### config.mk
export PLATFORM = sky130hd
export DESIGN_NAME = tcm_dma_port_mux
export DESIGN_NICKNAME = d
export VERILOG_FILES = /design/src/rtl/tcm_dma_pkg.sv /design/src/rtl/tcm_port_fsm.sv /design/src/rtl/tcm_port_select.sv /design/src/rtl/tcm_nseq_tracker.sv /design/src/rtl/tcm_dma_port_mux.sv
export SDC_FILE = /design/constraint.sdc
export NUM_CORES = 1
export LEC_CHECK = 0
export ABC_AREA = 1
export CAP_MARGIN = 10
export CORE_MARGIN = 3
export CORE_UTILIZATION = 41
export DETAILED_ROUTE_END_ITERATION = 7
export GPL_ROUTABILITY_DRIVEN = 0
export PLACE_DENSITY = 0.8
export SLEW_MARGIN = 20
export SYNTH_ARGS = -nofsm -noshare
export SYNTH_HDL_FRONTEND = slang
export SYNTH_SLANG_ARGS = --single-unit
### constraint.sdc
create_clock -name clk -period 1.3 [get_ports clk]
set_input_delay 0.26 -clock clk [delete_from_list [all_inputs] [get_ports clk]]
set_output_delay 0.26 -clock clk [all_outputs]
set_load 0.01 [all_outputs]
### src/rtl/tcm_dma_pkg.sv
package tcm_dma_pkg;
    // Who owns the memory port, as seen from the registered state
    typedef enum logic [1:0] {
        OWN_CORE  = 2'd0,   // core passes through live
        OWN_DMA   = 2'd1,   // DMA held the port, nothing pending from core
        CORE_HELD = 2'd2    // core request captured and waiting
    } port_own_e;
endpackage

### src/rtl/tcm_port_fsm.sv
module tcm_port_fsm
    import tcm_dma_pkg::*;
#(
    parameter int AW = 18
) (
    input  logic          clk,
    input  logic          rst_n,
    input  logic          dma_en,
    input  logic          core_req,
    input  logic [AW-1:0] core_addr,
    input  logic          core_we,
    output port_own_e     state,
    output logic [AW-1:0] held_addr,
    output logic          held_we
);
    port_own_e state_nx;

    always_ff @(posedge clk or negedge rst_n) begin
        if (!rst_n) state <= OWN_CORE;
        else        state <= state_nx;
    end

    always_comb begin
        state_nx = OWN_CORE;
        unique case (state)
            OWN_CORE, OWN_DMA: begin
                if (dma_en && core_req) state_nx = CORE_HELD;
                else if (dma_en)        state_nx = OWN_DMA;
                else                    state_nx = OWN_CORE;
            end
            CORE_HELD: begin
                if (dma_en) state_nx = CORE_HELD;
                else        state_nx = OWN_CORE;
            end
            default: state_nx = OWN_CORE;
        endcase
    end

    // Capture the stalled core request on entry to CORE_HELD
    always_ff @(posedge clk or negedge rst_n) begin
        if (!rst_n) begin
            held_addr <= '0;
            held_we   <= 1'b0;
        end else if (state != CORE_HELD && dma_en && core_req) begin
            held_addr <= core_addr;
            held_we   <= core_we;
        end
    end
endmodule

### src/rtl/tcm_port_select.sv
module tcm_port_select
    import tcm_dma_pkg::*;
#(
    parameter int AW = 18
) (
    input  port_own_e     state,
    input  logic          dma_en,
    input  logic          dma_cs,
    input  logic [AW-1:0] dma_addr,
    input  logic          dma_we,
    input  logic          core_req,
    input  logic [AW-1:0] core_addr,
    input  logic          core_we,
    input  logic          core_seq,
    input  logic [AW-1:0] held_addr,
    input  logic          held_we,
    input  logic          nseq_flag,
    output logic          mem_cs,
    output logic [AW-1:0] mem_addr,
    output logic          mem_we,
    output logic          mem_seq,
    output logic          core_issue
);
    always_comb begin
        mem_cs     = 1'b0;
        mem_addr   = core_addr;
        mem_we     = 1'b0;
        mem_seq    = 1'b0;
        core_issue = 1'b0;
        if (dma_en) begin
            mem_cs   = dma_cs;
            mem_addr = dma_addr;
            mem_we   = dma_we & dma_cs;
            mem_seq  = 1'b0;
        end else begin
            unique case (state)
                CORE_HELD: begin
                    mem_cs     = 1'b1;
                    mem_addr   = held_addr;
                    mem_we     = held_we;
                    mem_seq    = 1'b0;
                    core_issue = 1'b1;
                end
                OWN_CORE, OWN_DMA: begin
                    mem_cs     = core_req;
                    mem_addr   = core_addr;
                    mem_we     = core_we & core_req;
                    mem_seq    = core_seq & core_req & ~nseq_flag;
                    core_issue = core_req;
                end
                default: begin
                    mem_cs     = 1'b0;
                    core_issue = 1'b0;
                end
            endcase
        end
    end
endmodule

### src/rtl/tcm_nseq_tracker.sv
module tcm_nseq_tracker (
    input  logic clk,
    input  logic rst_n,
    input  logic dma_access,
    input  logic core_issue,
    output logic nseq_flag
);
    always_ff @(posedge clk or negedge rst_n) begin
        if (!rst_n)          nseq_flag <= 1'b0;
        else if (dma_access) nseq_flag <= 1'b1;
        else if (core_issue) nseq_flag <= 1'b0;
    end
endmodule

### src/rtl/tcm_dma_port_mux.sv
module tcm_dma_port_mux
    import tcm_dma_pkg::*;
#(
    parameter int AW = 18
) (
    input  logic          clk,
    input  logic          rst_n,
    input  logic          core_req,
    input  logic [AW-1:0] core_addr,
    input  logic          core_we,
    input  logic          core_seq,
    input  logic          core_idle,
    output logic          core_wait,
    output logic          force_nseq,
    input  logic          dma_en,
    input  logic          dma_cs,
    input  logic [AW-1:0] dma_addr,
    input  logic          dma_we,
    output logic          dma_illegal,
    output logic          mem_cs,
    output logic [AW-1:0] mem_addr,
    output logic          mem_we,
    output logic          mem_seq
);
    port_own_e     state;
    logic [AW-1:0] held_addr;
    logic          held_we;
    logic          core_issue;
    logic          nseq_flag;

    tcm_port_fsm #(.AW(AW)) u_fsm (
        .clk       (clk),
        .rst_n     (rst_n),
        .dma_en    (dma_en),
        .core_req  (core_req),
        .core_addr (core_addr),
        .core_we   (core_we),
        .state     (state),
        .held_addr (held_addr),
        .held_we   (held_we)
    );

    tcm_port_select #(.AW(AW)) u_sel (
        .state      (state),
        .dma_en     (dma_en),
        .dma_cs     (dma_cs),
        .dma_addr   (dma_addr),
        .dma_we     (dma_we),
        .core_req   (core_req),
        .core_addr  (core_addr),
        .core_we    (core_we),
        .core_seq   (core_seq),
        .held_addr  (held_addr),
        .held_we    (held_we),
        .nseq_flag  (nseq_flag),
        .mem_cs     (mem_cs),
        .mem_addr   (mem_addr),
        .mem_we     (mem_we),
        .mem_seq    (mem_seq),
        .core_issue (core_issue)
    );

    tcm_nseq_tracker u_nseq (
        .clk        (clk),
        .rst_n      (rst_n),
        .dma_access (dma_en & dma_cs),
        .core_issue (core_issue),
        .nseq_flag  (nseq_flag)
    );

    assign core_wait   = (state == CORE_HELD);
    assign force_nseq  = nseq_flag;
    assign dma_illegal = dma_en & ~dma_cs & ~core_idle;
endmodule

# Word-level counts from Yosys, hierarchy flattened
# Cells that the tools add are included.
# word_totals
output_inout_bits	24
in_bits	45
ff_bits	22
ramBits	0
wordCells	38
mem_count	0
mem_bits_ro	0
latch_bits	0
# classes
add_sub_neg	0
multipliers	0
mux	15
magnitude_cmp	0
bitwise_logic	10
eq_ne	3
div	0
shifts	0
reduce_logical	6
# ops
op	count
two-way mux 18 bit	2
two-way mux 1 bit	8
AND 1 bit	7
two-way mux 2 bit	2
one-hot mux 1 bit (2 select lines)	2
one-hot mux 2 bit (2 select lines)	1
logical AND 1 bit	3
NOT 1 bit	3
== test 2 x 1 -> 1 bit, second input constant	1
== test 2 bit, second input constant	1
zero test 2 bit	1
inequality test 2 bit, second input constant	1
nonzero test 2 bit	1
OR reduction 2 bit	1

# Longest topological paths before layout
# Gate-level depths: netlist of the first run.
# depth
ltp_word	6
depth_mapped	6
ltp_nobuf	5

# Hierarchy
# A second synthesis of the first run with hierarchy kept.
# hier_totals
hier_cells	256
hier_area_um2	1612.8
# modules_own_cells
mod	seq_area_each_um2	cells_per_inst	instances	area_per_inst_um2
tcm_port_fsm	525.5	91	1	873.3
tcm_port_select	0.0	153	1	670.6
tcm_nseq_tracker	25.0	5	1	40.0
tcm_dma_port_mux	0.0	7	1	28.8

# Worst setup path after synthesis of the first run
# OpenSTA, ideal clock, no wires.
# synth_path
kind	register to output
from	register u_fsm.state[0]
to	output port mem_addr[10]
arrival_time_ns	0.934
n_path_buf	2
stages_incl_launch_ff	7
t_required_ns	1.040
setup_slack_ns	0.106
path_cell_list	dfrtp_1 -> inv_1 -> buf_4 -> buf_4 -> nand3_1 -> nand3_1 -> nand2_1
# synth_via
elab_chain_len	3
# synth_rtl
element	line_no	rtl
start, declared	tcm_port_fsm.sv:12	output port_own_e state,
start signal, assigned	tcm_port_fsm.sv:20	else state <= state_nx;
== test 2 bit	tcm_port_select.sv:36	unique case (state)
two-way mux 18 bit	tcm_port_select.sv:36	
two-way mux 18 bit	tcm_port_select.sv:30	if (dma_en) begin
end, declared	tcm_dma_port_mux.sv:21	output logic [AW-1:0] mem_addr,
# No other way between the ends.

# Final worst setup path of the first run
# layout_path
from	register u_fsm.state[0]
to	output port mem_addr[8]
# The elaborated chain is that of the path after synthesis.

==> metrics.md, run 1 <==
| Metric | Value |
|---|---|
| Critical-path cell list | `inv_2, buf_6, buf_4, nand3_1, nand3_2, nand2_1, buf_2` |
| Reg-to-reg startpoint | `u_fsm.state[0]` |
| H-tree Lvls | `1` |
| Count of different cell masters after synthesis | `15` |
| Least-Margin Pin Slew | `0.303 ns` |
| Remaining Overflow, GRT | `0` |
| Final net count | `378` |
| Achievable Freq | `0.571 GHz` |
| Vias per cell | `5.20` |
| Row cnt | `20` |
| First-pass GRT wire length | `7500 microns` |
| Final hold violation count | `0` |
| Util after Layout | `between 80% and 90%` |
| Dpl ws | `-0.658 ns` |
| Post-synth ARST share | `100%` |
| Commonest cells post-synth | `nand2_1, inv_1, nand3_1` |
| Setup tns final | `-10.10 ns` |
| Critical Path AT | `1.49 ns` |
| Clock power share | `14.6%` |
| Avg WL per Cell | `16.4 microns` |
| Largest net degree at the start of global routing | `29` |
| Die footprint | `0.00425 sq mm` |
| Tcrit/Tclk final | `135%` |
| Fillers | `168` |
| CP startpoint kind | `flop` |
| Syn nets | `272` |
| Rel. slew slack | `79.8%` |
| Status | `finished with violations` |
| Int Power | `between 0.001 and 0.0015 W` |
| Leak | `1.50 nW` |
| Top_reg_cell synth | `dfrtp_1` |
| I/O pins | `69` |
| Root Driver | `clkbuf_4` |
| Die H | `65.2 microns` |
| Min Tclk post-route | `1.75 ns` |
| Net Sw Power | `0.000839 W` |
| RSZ-0062 raised after global routing | `yes` |
| MaxCap Viol Count | `0` |
| Starting Density | `44.8%` |
| Hold crit path type | `in2async` |
| Req. time, crit path | `1.04 ns` |
| Area grow syn2layout | `96.7%` |
| Slack of the critical path | `-0.452 ns` |
| Setup slack, reg-to-reg | `-0.14 ns` |
| Worst R2R End | `u_fsm.held_addr[4]` |
| Number of global-route vias before repair | `1739` |
| PD cells | `between 800 and 900 mW/mm^2` |
| Finish-stage setup viols | `just over 40` |
| Netlist Area Pre-Place | `0.00144 sq mm` |
| Critical path startpoint | `u_fsm.state[0]` |
| CTS tree | `built` |
| Cells after Synth | `227` |
| Seq pwr share | `38.5%` |
| Worst setup path end | `mem_addr[8]` |
| Final WL | `6160 microns` |
| Met2 Routed Length | `3070 microns` |
| Failing checks | `negative setup slack` |
| Met1 WL | `around 2300 microns` |
| Hold WS | `0.271 ns` |
| Area after DPL | `0.00239 sq mm` |
| Via Count | `1949` |
| Worst Reg-to-Reg Cells | `8` |
| Critical path's slowest cell | `dfrtp_1` |
| DRT antenna net count | `0` |
| Inserted Diodes | `0` |
| Yosys top cell area share | `38.4%` |
| Switching share of total power | `36.8%` |
| Synth Warn # | `0` |
| Clock-pin slew on the worst setup and hold paths | `0.14 ns` |
| Slew Limit Fails | `0` |
| Multi-input logic area | `946 sq um` |
| Worst setup EP type | `output port` |
| Slowest stage delay, CP | `0.41 ns` |
| CP Max Fanout | `6` |
| Post-synth EDFFs | `0` |
| Setup CP Type | `reg2out` |
| Final Cell Area | `0.00282 sq mm` |
| Top sig layer | `met4` |
| CTS Sinks | `22` |
| Max IR drop VDD | `463 uV` |
| Comb power frac | `~47%` |
| Core region area | `0.00320 sq mm` |
| Detailed Place HPWL | `approximately 3100 microns` |
| Largest cells by area after synthesis | `dfrtp_1, nand2_1, nand3_1, inv_1, o21ai_1` |
| Detailed router's first-iteration violation count | `136` |
| Clock Tree Buf Depth | `2` |
| Metal3 WL | `between 500 and 600 microns` |
| I/O Buffers | `68` |
| Layout cells sized above 1 | `42.9%` |
| Worst-skew pair later-pin latency | `0.32 ns` |
| TritonRoute pass-1 iters | `4` |
| Synth Area per Inst | `6.32 sq um` |
| GR Util All Layers | `22.1%` |
| Initial antenna violation count | `0` |
| Die span in x | `65.2 microns` |
| Register area | `552 sq um` |
| DR DRC count | `0` |
| Area leader, netlist | `dfrtp_1` |
| Inserted Clock Buffers | `3` |
| Fin Clk Skew | `0.0164 ns` |
| Seq/Total Area, Yosys | `38.4%` |
| Yosys reg bits | `22` |
| Most common cell in the netlist | `nand2_1` |
## critical path: cells and delay by family, from the launching register on
family                 cells  cell delay (ns)
buffers and inverters      4             0.50
DFF                        1             0.41
and+or+nand+nor            3             0.25
## flip-flops by register name, indices dropped and copies added, names as in the netlist
register	count
u_fsm.held_we	1
u_fsm.held_addr	18
u_nseq.nseq_flag	1
u_fsm.state	2
## routing by layer
metal	vias up	global-route usage (%)
met1	905	25.5
met2	116	41.1
met5	-	0
met3	25	4.44
met4	0	5.70
li1	903	-
## power groups by stage
| stage | logic [W] | registers, W | clock network [W] |
|---|---|---|---|
| floorplan | 0.000372 | 0.000852 | 0 |
| global placement | 0.000799 | 0.000858 | 0 |
| detailed placement | 0.000818 | 0.000863 | 0 |
| CTS | 0.000833 | 0.000852 | 0.000331 |
| global route | 0.00115 | 0.000889 | 0.000370 |
| finish | 0.00107 | 0.000878 | 0.000333 |
## layout make-up
type,count,share of cell area (%)
clock buffer,3,0.798
timing repair buffer,114,38.5
tap,44,1.95
inverter,42,5.67
sequential,22,19.5
multi-input combinational,150,33.5
## through the flow
stage / power, W / std cells
2_1_floorplan: 0.00122 / 227
3_3_place_gp: 0.00166 / 359
3_5_place_dp: 0.00168 / 359
4_1_cts: 0.00202 / 370
5_1_grt: 0.00241 / 375
6_report: 0.00228 / 375
## worst min-delay path by stage
stage	start	end	slack, ns
2_1_floorplan	rst_n	u_fsm.held_addr[0]	-0.04
3_3_place_gp	u_fsm.held_we	u_fsm.held_we	0.47
3_5_place_dp	u_fsm.held_addr[14]	u_fsm.held_addr[14]	0.48
4_1_cts	rst_n	u_fsm.held_addr[6]	0.28
5_1_grt	rst_n	u_fsm.held_addr[0]	0.28
6_report	rst_n	u_fsm.held_addr[16]	0.27
## cells by family (layout without fill, tap and decap cells)
logic type,after synthesis,after routing,synth area share (%)
AO/OA/AOI/OAI,20,20,6.97
buffers and inverters,55,159,16.3
flip-flops,22,22,38.4
AND/OR/NAND/NOR,130,130,38.4
## what timing repair did
| action | in CTS | in global routing |
|---|---|---|
| buffers inserted | 6 | 4 |
| gates resized for setup | 117 | 82 |
| pin swaps | 7 | 31 |
| hold buffers | 0 | 0 |
| endpoints found under the setup margin | 24 | 42 |
| endpoints found under the hold margin | 0 | 0 |
| cloned | 2 | 4 |
## placed cells by master, fill, tap and decap left out
| cell | instances |
|---|---|
| nand2_2 | 17 |
| nand3_2 | 24 |
| buf_8 | 3 |
| dfrtp_1 | 21 |
| dlygate4sd2_1 | 2 |
| clkbuf_4 | 3 |
| buf_16 | 1 |
| o21ai_1 | 11 |
| inv_2 | 4 |
| nand2_4 | 12 |
| a21oi_1 | 2 |
| nor3_2 | 2 |
| o21ai_2 | 7 |
| clkbuf_16 | 3 |
| nand2_1 | 57 |
| nand3_1 | 15 |
| nor3_1 | 1 |
| inv_1 | 37 |
| nand2_8 | 1 |
| clkdlybuf4s50_1 | 42 |
| buf_2 | 22 |
| buf_4 | 28 |
| inv_4 | 1 |
| buf_12 | 4 |
| buf_6 | 9 |
| nor2_1 | 1 |
| dfrtp_2 | 1 |
Power figures use the tool's default switching activity.
==> run 2: changes to the inputs <==
Settings changed: CTS_CLUSTER_SIZE set to 30.
==> results of run 2 <==
No change in the layout: final DEF, timing and power equal those of run 1.
==> run 3: changes to the inputs <==
Settings changed: CAP_MARGIN 10 to 20, CTS_CLUSTER_DIAMETER set to 150.
==> results of run 3 <==
No change in the layout: final DEF, timing and power equal those of run 1.
